[src/rtl/eiu_pkg.sv]
package eiu_pkg;

    // word indices (byte offset / 4); order matters to the bus decoder
    localparam logic [2:0] WI_MASK  = 3'd0;
    localparam logic [2:0] WI_SRC   = 3'd1;
    localparam logic [2:0] WI_MSTAT = 3'd2;
    localparam logic [2:0] WI_RSTAT = 3'd3;
    localparam logic [2:0] WI_CLR   = 3'd4;
    localparam logic [2:0] WI_POL   = 3'd5;
    localparam logic [2:0] WI_EDG   = 3'd6;

    localparam int unsigned BUS_W = 32;

    // {polarity, edge} trigger code
    typedef enum logic [1:0] {
        TRIG_LVL_LOW   = 2'b00,
        TRIG_EDGE_FALL = 2'b01,
        TRIG_LVL_HIGH  = 2'b10,
        TRIG_EDGE_RISE = 2'b11
    } trig_mode_e;

endpackage

[src/rtl/eiu_sync.sv]
module eiu_sync #(
    parameter int unsigned NCH = 32
) (
    input  logic           clk,
    input  logic           rst_n,
    input  logic [NCH-1:0] pins_i,
    output logic [NCH-1:0] sync_o,
    output logic [NCH-1:0] prev_o
);

    typedef struct packed {
        logic [NCH-1:0] meta;
        logic [NCH-1:0] stab;
        logic [NCH-1:0] prev;
    } sync_t;

    sync_t st_d, st_q;

    always_comb begin
        st_d      = st_q;
        st_d.meta = pins_i;
        st_d.stab = st_q.meta;
        st_d.prev = st_q.stab;
    end

    always_ff @(posedge clk or negedge rst_n) begin
        if (!rst_n) st_q <= '0;
        else        st_q <= st_d;
    end

    assign sync_o = st_q.stab;
    assign prev_o = st_q.prev;


    sync_delay_chk: assert property (@(posedge clk) disable iff (!rst_n)
        1'b1 |=> (prev_o == $past(sync_o)));

endmodule

[src/rtl/eiu_detect.sv]
module eiu_detect
    import eiu_pkg::*;
#(
    parameter int unsigned NCH = 32
) (
    input  logic           clk,
    input  logic           rst_n,
    input  logic [NCH-1:0] sync_i,
    input  logic [NCH-1:0] prev_i,
    input  logic [NCH-1:0] pol_i,
    input  logic [NCH-1:0] edge_i,
    input  logic [NCH-1:0] clr_i,
    output logic [NCH-1:0] req_o
);

    typedef struct packed {
        logic [NCH-1:0] req;
    } det_t;

    det_t st_d, st_q;
    logic [NCH-1:0] lvl_act;
    logic [NCH-1:0] edg_hit;

    always_comb begin
        st_d = st_q;
        for (int k = 0; k < NCH; k++) begin
            lvl_act[k] = 1'b0;
            edg_hit[k] = 1'b0;
            unique case (trig_mode_e'({pol_i[k], edge_i[k]}))
                TRIG_LVL_LOW:   lvl_act[k] = ~sync_i[k];
                TRIG_LVL_HIGH:  lvl_act[k] =  sync_i[k];
                TRIG_EDGE_FALL: edg_hit[k] = ~sync_i[k] &  prev_i[k];
                TRIG_EDGE_RISE: edg_hit[k] =  sync_i[k] & ~prev_i[k];
                default: ;
            endcase
            if (edge_i[k])
                st_d.req[k] = edg_hit[k] | (st_q.req[k] & ~clr_i[k]);
            else
                st_d.req[k] = lvl_act[k] & ~clr_i[k];
        end
    end

    always_ff @(posedge clk or negedge rst_n) begin
        if (!rst_n) st_q <= '0;
        else        st_q <= st_d;
    end

    assign req_o = st_q.req;


    no_spurious_edge_chk: assert property (@(posedge clk) disable iff (!rst_n)
        1'b1 |=> ((req_o & ~$past(req_o) & $past(edge_i) & ~$past(sync_i ^ prev_i)) == '0));


    clear_takes_chk: assert property (@(posedge clk) disable iff (!rst_n)
        1'b1 |=> ((req_o & $past(clr_i & ~edg_hit & edge_i)) == '0));


    level_rearm_chk: assert property (@(posedge clk) disable iff (!rst_n)
        1'b1 |=> ((req_o & $past(lvl_act & ~clr_i)) == $past(lvl_act & ~clr_i)));

endmodule

[src/rtl/eiu_regs.sv]
module eiu_regs
    import eiu_pkg::*;
#(
    parameter int unsigned NCH = 32,
    parameter int unsigned AW  = 5
) (
    input  logic             clk,
    input  logic             rst_n,
    input  logic [AW-1:0]    bus_addr,
    input  logic             bus_we,
    input  logic [BUS_W-1:0] bus_wdata,
    output logic [BUS_W-1:0] bus_rdata,
    input  logic [NCH-1:0]   req_i,
    output logic [NCH-1:0]   mask_o,
    output logic [NCH-1:0]   pol_o,
    output logic [NCH-1:0]   edge_o,
    output logic [NCH-1:0]   clr_o
);

    localparam int unsigned WIDX_W = AW - 2;

    typedef struct packed {
        logic [NCH-1:0] mask;
        logic [NCH-1:0] src;
        logic [NCH-1:0] pol;
        logic [NCH-1:0] edg;
    } regs_t;

    regs_t st_d, st_q;
    logic [WIDX_W-1:0] widx;
    logic [NCH-1:0]    wbits;
    logic              unused_lsb;

    assign widx       = bus_addr[AW-1:2];
    assign wbits      = bus_wdata[NCH-1:0];
    assign unused_lsb = ^bus_addr[1:0];

    always_comb begin
        st_d  = st_q;
        clr_o = '0;
        if (bus_we) begin
            if (widx == WIDX_W'(WI_MASK)) st_d.mask = wbits;
            if (widx == WIDX_W'(WI_SRC))  st_d.src  = wbits;
            if (widx == WIDX_W'(WI_POL))  st_d.pol  = wbits;
            if (widx == WIDX_W'(WI_EDG))  st_d.edg  = wbits;
            if (widx == WIDX_W'(WI_CLR))  clr_o     = wbits;
        end
        bus_rdata = '0;
        if (widx == WIDX_W'(WI_MASK))  bus_rdata[NCH-1:0] = st_q.mask;
        if (widx == WIDX_W'(WI_SRC))   bus_rdata[NCH-1:0] = st_q.src;
        if (widx == WIDX_W'(WI_MSTAT)) bus_rdata[NCH-1:0] = req_i & ~st_q.mask;
        if (widx == WIDX_W'(WI_RSTAT)) bus_rdata[NCH-1:0] = req_i;
        if (widx == WIDX_W'(WI_POL))   bus_rdata[NCH-1:0] = st_q.pol;
        if (widx == WIDX_W'(WI_EDG))   bus_rdata[NCH-1:0] = st_q.edg;
    end

    always_ff @(posedge clk or negedge rst_n) begin
        if (!rst_n) begin
            st_q.mask <= '1;
            st_q.src  <= '0;
            st_q.pol  <= '1;
            st_q.edg  <= '1;
        end else begin
            st_q <= st_d;
        end
    end

    assign mask_o = st_q.mask;
    assign pol_o  = st_q.pol;
    assign edge_o = st_q.edg;


    reset_values_chk: assert property (@(posedge clk) disable iff (!rst_n)
        $past(!rst_n) |-> (mask_o == '1 && pol_o == '1 && edge_o == '1));


    write_lands_chk: assert property (@(posedge clk) disable iff (!rst_n)
        (bus_we && widx == WIDX_W'(WI_POL)) |=> (pol_o == $past(wbits)));

endmodule

[src/rtl/ext_irq_unit.sv]
module ext_irq_unit
    import eiu_pkg::*;
#(
    parameter int unsigned NCH = 32,
    parameter int unsigned AW  = 5
) (
    input  logic             clk,
    input  logic             rst_n,
    input  logic [NCH-1:0]   pins_i,
    input  logic [AW-1:0]    bus_addr,
    input  logic             bus_we,
    input  logic [BUS_W-1:0] bus_wdata,
    output logic [BUS_W-1:0] bus_rdata,
    output logic [NCH-1:0]   irq_o
);

    logic [NCH-1:0] sync_w, prev_w, pol_w, edge_w, clr_w, req_w, mask_w;

    eiu_sync #(.NCH(NCH)) u_sync (
        .clk(clk), .rst_n(rst_n), .pins_i(pins_i),
        .sync_o(sync_w), .prev_o(prev_w)
    );

    eiu_detect #(.NCH(NCH)) u_det (
        .clk(clk), .rst_n(rst_n), .sync_i(sync_w), .prev_i(prev_w),
        .pol_i(pol_w), .edge_i(edge_w), .clr_i(clr_w), .req_o(req_w)
    );

    eiu_regs #(.NCH(NCH), .AW(AW)) u_regs (
        .clk(clk), .rst_n(rst_n), .bus_addr(bus_addr), .bus_we(bus_we),
        .bus_wdata(bus_wdata), .bus_rdata(bus_rdata), .req_i(req_w),
        .mask_o(mask_w), .pol_o(pol_w), .edge_o(edge_w), .clr_o(clr_w)
    );

    assign irq_o = req_w & ~mask_w;


    mask_blocks_chk: assert property (@(posedge clk) disable iff (!rst_n)
        (bus_we && bus_addr[AW-1:2] == (AW-2)'(WI_MASK)) |=>
            ((irq_o & $past(bus_wdata[NCH-1:0])) == '0));

endmodule

[config.mk]
export PLATFORM = sky130hd
export DESIGN_NAME = ext_irq_unit
export DESIGN_NICKNAME = d
export VERILOG_FILES = /design/src/rtl/eiu_pkg.sv /design/src/rtl/eiu_sync.sv /design/src/rtl/eiu_detect.sv /design/src/rtl/eiu_regs.sv /design/src/rtl/ext_irq_unit.sv
export SDC_FILE = /design/constraint.sdc
export NUM_CORES = 1
export LEC_CHECK = 0
export BUFFER_PORTS_ARGS = -buffer_cell sky130_fd_sc_hd__buf_2
export CAP_MARGIN = 0
export CORE_UTILIZATION = 64
export DETAILED_ROUTE_END_ITERATION = 8
export PLACE_DENSITY = 0.82
export SKIP_CTS_REPAIR_TIMING = 1
export SLEW_MARGIN = 20
export SYNTH_ARGS = -nofsm -noshare
export SYNTH_HDL_FRONTEND = slang
export SYNTH_HIERARCHICAL = 1
export SYNTH_SLANG_ARGS = --single-unit
[constraint.sdc]
create_clock -name clk -period 3.82 [get_ports clk]
set_input_delay 0.764 -clock clk [delete_from_list [all_inputs] [get_ports clk]]
set_output_delay 0.764 -clock clk [all_outputs]
set_load 0.05 [all_outputs]
==> results.sh, run 1 <==
export IMPL_status="completed"
export IMPL_critPathMaxFanout=41
export IMPL_end_kind="output pin"
export IMPL_start_kind="input pin"
export IMPL_synth_flop_cell="dfrtp_1"
export IMPL_die_w_um=146
export IMPL_dieArea_um2=21300
export IMPL_relSlewSlack=0.569
export IMPL_antenna_left=0
export IMPL_arrival_ns=2.51
export IMPL_synth_avg_cell_area_um2=12.5
export IMPL_required_ns=3.06
export IMPL_final_cell_mix="dfrtp_1 (160), buf_2 (131), dfstp_2 (96)"
export IMPL_powerDensity_nw_per_um2=612
export IMPL_hold_path_class="in2async"
export IMPL_cp_slowest_cell="and2_1"
export IMPL_peakVddDrop_uv=418
export IMPL_synth_area_leaders="dfrtp_1 (30%), dfstp_2 (19%), mux2_2 (7.9%)"
export IMPL_tritoncts="built"
export IMPL_worst_hold_slack_ns=0.232
export IMPL_period_share=0.856
export IMPL_chipHeight_um=146
export IMPL_stdcell_area_um2=14200
export IMPL_grt_pass1_vias=8276
export IMPL_grt_max_degree=88
export IMPL_drive_gt1_frac=0.492
export IMPL_dpl_cell_area_um2=13300
export IMPL_clk_latency_ns=0.53
export IMPL_finClkSkew_ns=0.00764
export IMPL_fill_cells=1474
export IMPL_hold_viol=0
export IMPL_ys_ff_latch=256
export IMPL_row_count=52
export IMPL_viasPerCell=5.91
export IMPL_synth_edf_count=0
export IMPL_cts_sinks=256
export IMPL_path_class="in2out"
export IMPL_synth_nets=1136
export IMPL_synth_area_um2=13300
export IMPL_clk_pin_slew_ns=0.06
export IMPL_antenna_found_initial=2
export IMPL_leakage_nw=6.00
export IMPL_overflow=0
export IMPL_htree_levels=1
export IMPL_drt_iter0_drc=458
export IMPL_track_usage=0.258
export IMPL_cpPeakStageDelay_ns=0.54
export IMPL_multi_input_area_um2=5520
export IMPL_slew_viol_final=0
export IMPL_max_cap_viol_count=0
export IMPL_start_util=0.653
export IMPL_seq_area_frac_synth=0.492
export IMPL_coreArea_um2=20300
export IMPL_r2r_slack_ns=2.72
export IMPL_yosysWarnings=6
export IMPL_tightest_slew_ns=0.646
export IMPL_async_flop_share=1.00
export IMPL_drc=0
export IMPL_via_count=8053
export IMPL_drtPass1Iterations=5
export IMPL_yosys_cell_types_count=38
export IMPL_crit_chain="buf_2 > buf_12 > and2_1 > o21ai_0 > o311a_1 > buf_2"
export IMPL_root_buffer="clkbuf_16"
export IMPL_fin_nets=1142
export IMPL_synth_top_cell_by_area="dfrtp_1"
export IMPL_tns_ns=0
export IMPL_cp_top_family="buffers and inverters"
export IMPL_register_area_um2=6530
export IMPL_numCtsBuffers=27
export IMPL_min_period_ns=3.27
export IMPL_place_gp_congestion=0.777
export IMPL_final_common_cell="dfrtp_1"
export IMPL_synthCells=1064
export IMPL_ctsLongestPathBuffers=3
export IMPL_areaGrowthSynthToFinish_pct=6.79
export IMPL_routed_wl_mm=26.6
export IMPL_ioPinCount=136
export IMPL_setup_violations=0
export IMPL_grt_pass1_wl_mm=43.7
export IMPL_rsz0062_at_grt="false"
export IMPL_max_freq_mhz=306
export IMPL_wl_per_cell_um=19.5
export IMPL_crit_buf_inv=3
export IMPL_synth_top_area_share=0.302
export IMPL_dpl_hpwl_mm=17.5
export IMPL_path_common_cell="buf_2"
export IMPL_io_buffers=133
final cells by class:
type | instances | area share
timing repair buffer | 158 | 0.0638
multi-input combinational | 626 | 0.390
clock inverter | 9 | 0.00716
inverter | 1 | 0.000265
sequential | 256 | 0.461
clock buffer | 41 | 0.0543
tap | 270 | 0.0239
antenna | 1 | 0.000177
stage by stage:
step	std cells	worst slack [ns]	util	power (mW)
2_1_floorplan	1064	0.630	-	5.94
3_3_place_gp	1311	0.559	0.655	6.07
3_5_place_dp	1311	0.537	0.655	6.16
4_1_cts	1361	0.547	0.697	8.74
5_1_grt	1361	0.403	0.697	9.07
6_report	1362	0.550	0.697	8.67
per-layer routing:
| metal | track usage | part of all wire |
|---|---|---|
| met5 | 0 | 0 |
| met4 | 0.0768 | 0.024 |
| met1 | 0.356 | 0.43 |
| met2 | 0.418 | 0.49 |
| met3 | 0.0455 | 0.059 |
cell usage after synthesis, drive strengths merged (14+ instances only):
library cell / number
o2111ai: 19
xor2: 19
a31oi: 19
nor2: 58
nor2b: 79
a2bb2oi: 19
mux2: 128
o211ai: 32
buf: 165
nor3: 14
o21ai: 26
a21oi: 32
or3b: 19
o311ai: 32
nand3b: 32
dfrtp: 160
nand2b: 32
clkbuf: 16
dfstp: 96
and2: 33
worst paths after layout:
| path | startpoint | to | cells after the start |
|---|---|---|---|
| max | bus_addr[2] | bus_rdata[19] | 6 |
| min | rst_n | u_sync/sync_o[8] | 1 |
| max reg2reg | u_regs/edge_o[1] | u_det/req_o[1] | 3 |
| min reg2reg | u_sync/st_d[40] | u_sync/sync_o[8] | 0 |
| max in group asynchronous | rst_n | u_regs/mask_o[22] | 2 |
| min in group clk | pins_i[27] | u_sync/st_d[59] | 1 |
state kept, by name, summed over array words and instances, names as in the netlist:
register / count
u_regs/mask_o: 32
u_regs/pol_o: 32
u_det/req_o: 32
u_regs/st_q: 32
u_sync/st_d: 32
u_sync/sync_o: 32
u_sync/prev_o: 32
u_regs/edge_o: 32
logic make-up (layout without fill, tap and decap cells):
group | Yosys count | after routing | share of synthesized area
muxes | 128 | 128 | 0.109
xor gates and xnor gates | 19 | 19 | 0.0126
buffers and inverters | 182 | 209 | 0.0933
other | 0 | 1 | 0
and+or+nand+nor | 274 | 274 | 0.149
AOI/OAI and AO/OA | 205 | 205 | 0.144
DFF | 256 | 256 | 0.492
power breakdown:
| part | leakage [nW] | internal [mW] | switching (mW) |
|---|---|---|---|
| Combinational | 2.68 | 0.979 | 1.25 |
| Sequential | 2.90 | 3.37 | 0.508 |
| Clock | 0.426 | 1.52 | 1.04 |
Power figures use the tool's default switching activity.
==> inputs of run 2 (changes only) <==
CORE_MARGIN = 4   (was unset)
==> run 2 against run 1 <==
First-iteration DRC count down 0.87%. Hold slack better by 0.082 ns. Sequential power is essentially flat. Largest cell class unchanged. Register-to-register slack hardly changed. Count of clock-buffer cells in the layout grew 2. Clock skew fell by 0.0012 ns. Largest power group unchanged. Setup slack lost 0.040 ns. Combinational power is essentially flat. Sequential cell count did not move. Routed wire length grew 2.0%. Critical path type unchanged.
==> results.sh, run 2 (same netlist as run 1, synthesis figures left out) <==
export IMPL_status="completed"
export IMPL_min_period_ns=3.31
export IMPL_dieArea_um2=23100
export IMPL_cpPeakStageDelay_ns=0.52
export IMPL_chipHeight_um=152
export IMPL_grt_pass1_vias=8440
export IMPL_finalWorstSetupSlack_ns=0.510
export IMPL_worst_hold_slack_ns=0.314
export IMPL_p_int_mw=5.86
export IMPL_tightest_slew_ns=0.829
export IMPL_max_freq_mhz=302
export IMPL_hold_viol=0
export IMPL_path_class="in2out"
export IMPL_pwr_share_seq=0.448
export IMPL_antenna_cells=0
export IMPL_via_count=8115
export IMPL_clockPowerShare=0.293
export IMPL_fin_nets=1145
export IMPL_required_ns=3.06
export IMPL_end_kind="output pin"
export IMPL_coreArea_um2=20300
export IMPL_ioPinCount=136
export IMPL_power_switching_mw=2.80
export IMPL_finClkSkew_ns=0.00640
export IMPL_row_count=52
export IMPL_start_util=0.653
export IMPL_tritoncts="built"
export IMPL_leakage_nw=6.03
export IMPL_fill_cells=1459
export IMPL_tns_ns=0
export IMPL_viasPerCell=5.95
export IMPL_drive_gt1_frac=0.498
export IMPL_grt_pass1_wl_mm=44.9
export IMPL_areaGrowthSynthToFinish_pct=7.00
export IMPL_root_buffer="clkbuf_16"
export IMPL_path_common_cell="buf_4"
export IMPL_track_usage=0.235
export IMPL_peakVddDrop_uv=492
export IMPL_dpl_cell_area_um2=13300
export IMPL_rsz0062_at_grt="false"
export IMPL_grt_max_degree=110
export IMPL_critPathMaxFanout=33
export IMPL_cts_sinks=256
export IMPL_power_frac_comb=0.259
export IMPL_hold_path_class="in2async"
export IMPL_ctsLongestPathBuffers=3
export IMPL_io_buffers=133
export IMPL_numCtsBuffers=27
export IMPL_drtPass1Iterations=5
export IMPL_final_common_cell="dfrtp_1"
export IMPL_slew_viol_final=0
export IMPL_dpl_hpwl_mm=17.4
export IMPL_drc=0
export IMPL_htree_levels=1
export IMPL_routed_wl_mm=27.2
export IMPL_powerDensity_nw_per_um2=610
export IMPL_die_w_um=152
export IMPL_fin_cells=1363
export IMPL_overflow=0
export IMPL_cp_slowest_cell="and3b_1"
export IMPL_final_cell_mix="dfrtp_1 (160), buf_2 (131), dfstp_2 (96)"
export IMPL_antenna_left=0
export IMPL_relSlewSlack=0.447
export IMPL_fin_util=0.699
export IMPL_drt_iter0_drc=454
export IMPL_dp_worst_setup_slack_ns=0.574
export IMPL_antenna_found_initial=1
export IMPL_wl_per_cell_um=19.9
export IMPL_place_inst=1314
export IMPL_clk_pin_slew_ns=0.06
export IMPL_totalPowerFinal_mw=8.66
export IMPL_clk_latency_ns=0.52
export IMPL_place_gp_congestion=0.795
export IMPL_max_cap_viol_count=0
export IMPL_setup_violations=0
export IMPL_start_kind="input pin"
export IMPL_period_share=0.867
export IMPL_arrival_ns=2.55
export IMPL_stdcell_area_um2=14200
export IMPL_crit_chain="buf_4 > and3b_1 > buf_4 > a31oi_1 > a2bb2oi_1 > buf_2"
export IMPL_switching_share=0.323
-- run 2: changes by cell type in the layout (fill, tap and decap cells not counted), sizes merged --
| cell | before | now |
|---|---|---|
| bufinv | 2 | 0 |
| diode | 1 | 0 |
| inv | 2 | 1 |
| clkbuf | 41 | 43 |
| buf | 158 | 161 |
-- run 2: path summary, 6_finish.rpt --
kind / startpoint / cells after the start / slack, ns / endpoint
setup / recovery: bus_addr[3] / 6 / 0.51 / bus_rdata[30]
hold / removal: rst_n / 1 / 0.31 / u_det/req_o[1]
setup reg to reg: u_regs/edge_o[22] / 3 / 2.72 / u_det/req_o[22]
hold reg to reg: u_sync/st_d[59] / 0 / 0.34 / u_sync/sync_o[27]
max in group asynchronous: rst_n / 2 / 2.58 / u_regs/pol_o[25]
min in group clk: u_sync/st_d[59] / 0 / 0.34 / u_sync/sync_o[27]
-- run 2: final cells by class --
type	instances	area, um2	area share
sequential	256	6530	0.460
multi-input combinational	626	5520	0.389
timing repair buffer	161	926	0.0653
clock buffer	43	846	0.0596
tap	270	338	0.0238
clock inverter	6	32.5	0.00229
inverter	1	3.75	0.000265
-- run 2: per-layer routing --
layer,up-vias,track usage,share of wire
li1,3735,-,-
met1,4099,0.321,0.43
met2,240,0.398,0.50
met3,39,0.0378,0.059
met4,2,0.0561,0.017
met5,-,0,0.00048
-- run 2: power groups by stage --
stage | clock network (mW) | registers (mW) | logic, mW
global placement | 0 | 3.89 | 2.18
detailed placement | 0 | 3.91 | 2.24
CTS | 2.60 | 3.88 | 2.25
global route | 2.71 | 3.96 | 2.39
finish | 2.54 | 3.88 | 2.24
floorplan | 0 | 3.64 | 2.30
-- run 2: critical path, delay by kind of cell --
family	cells	cell delay [ns]
buf+inv	3	0.92
simple gates	1	0.52
compound gates	2	0.32
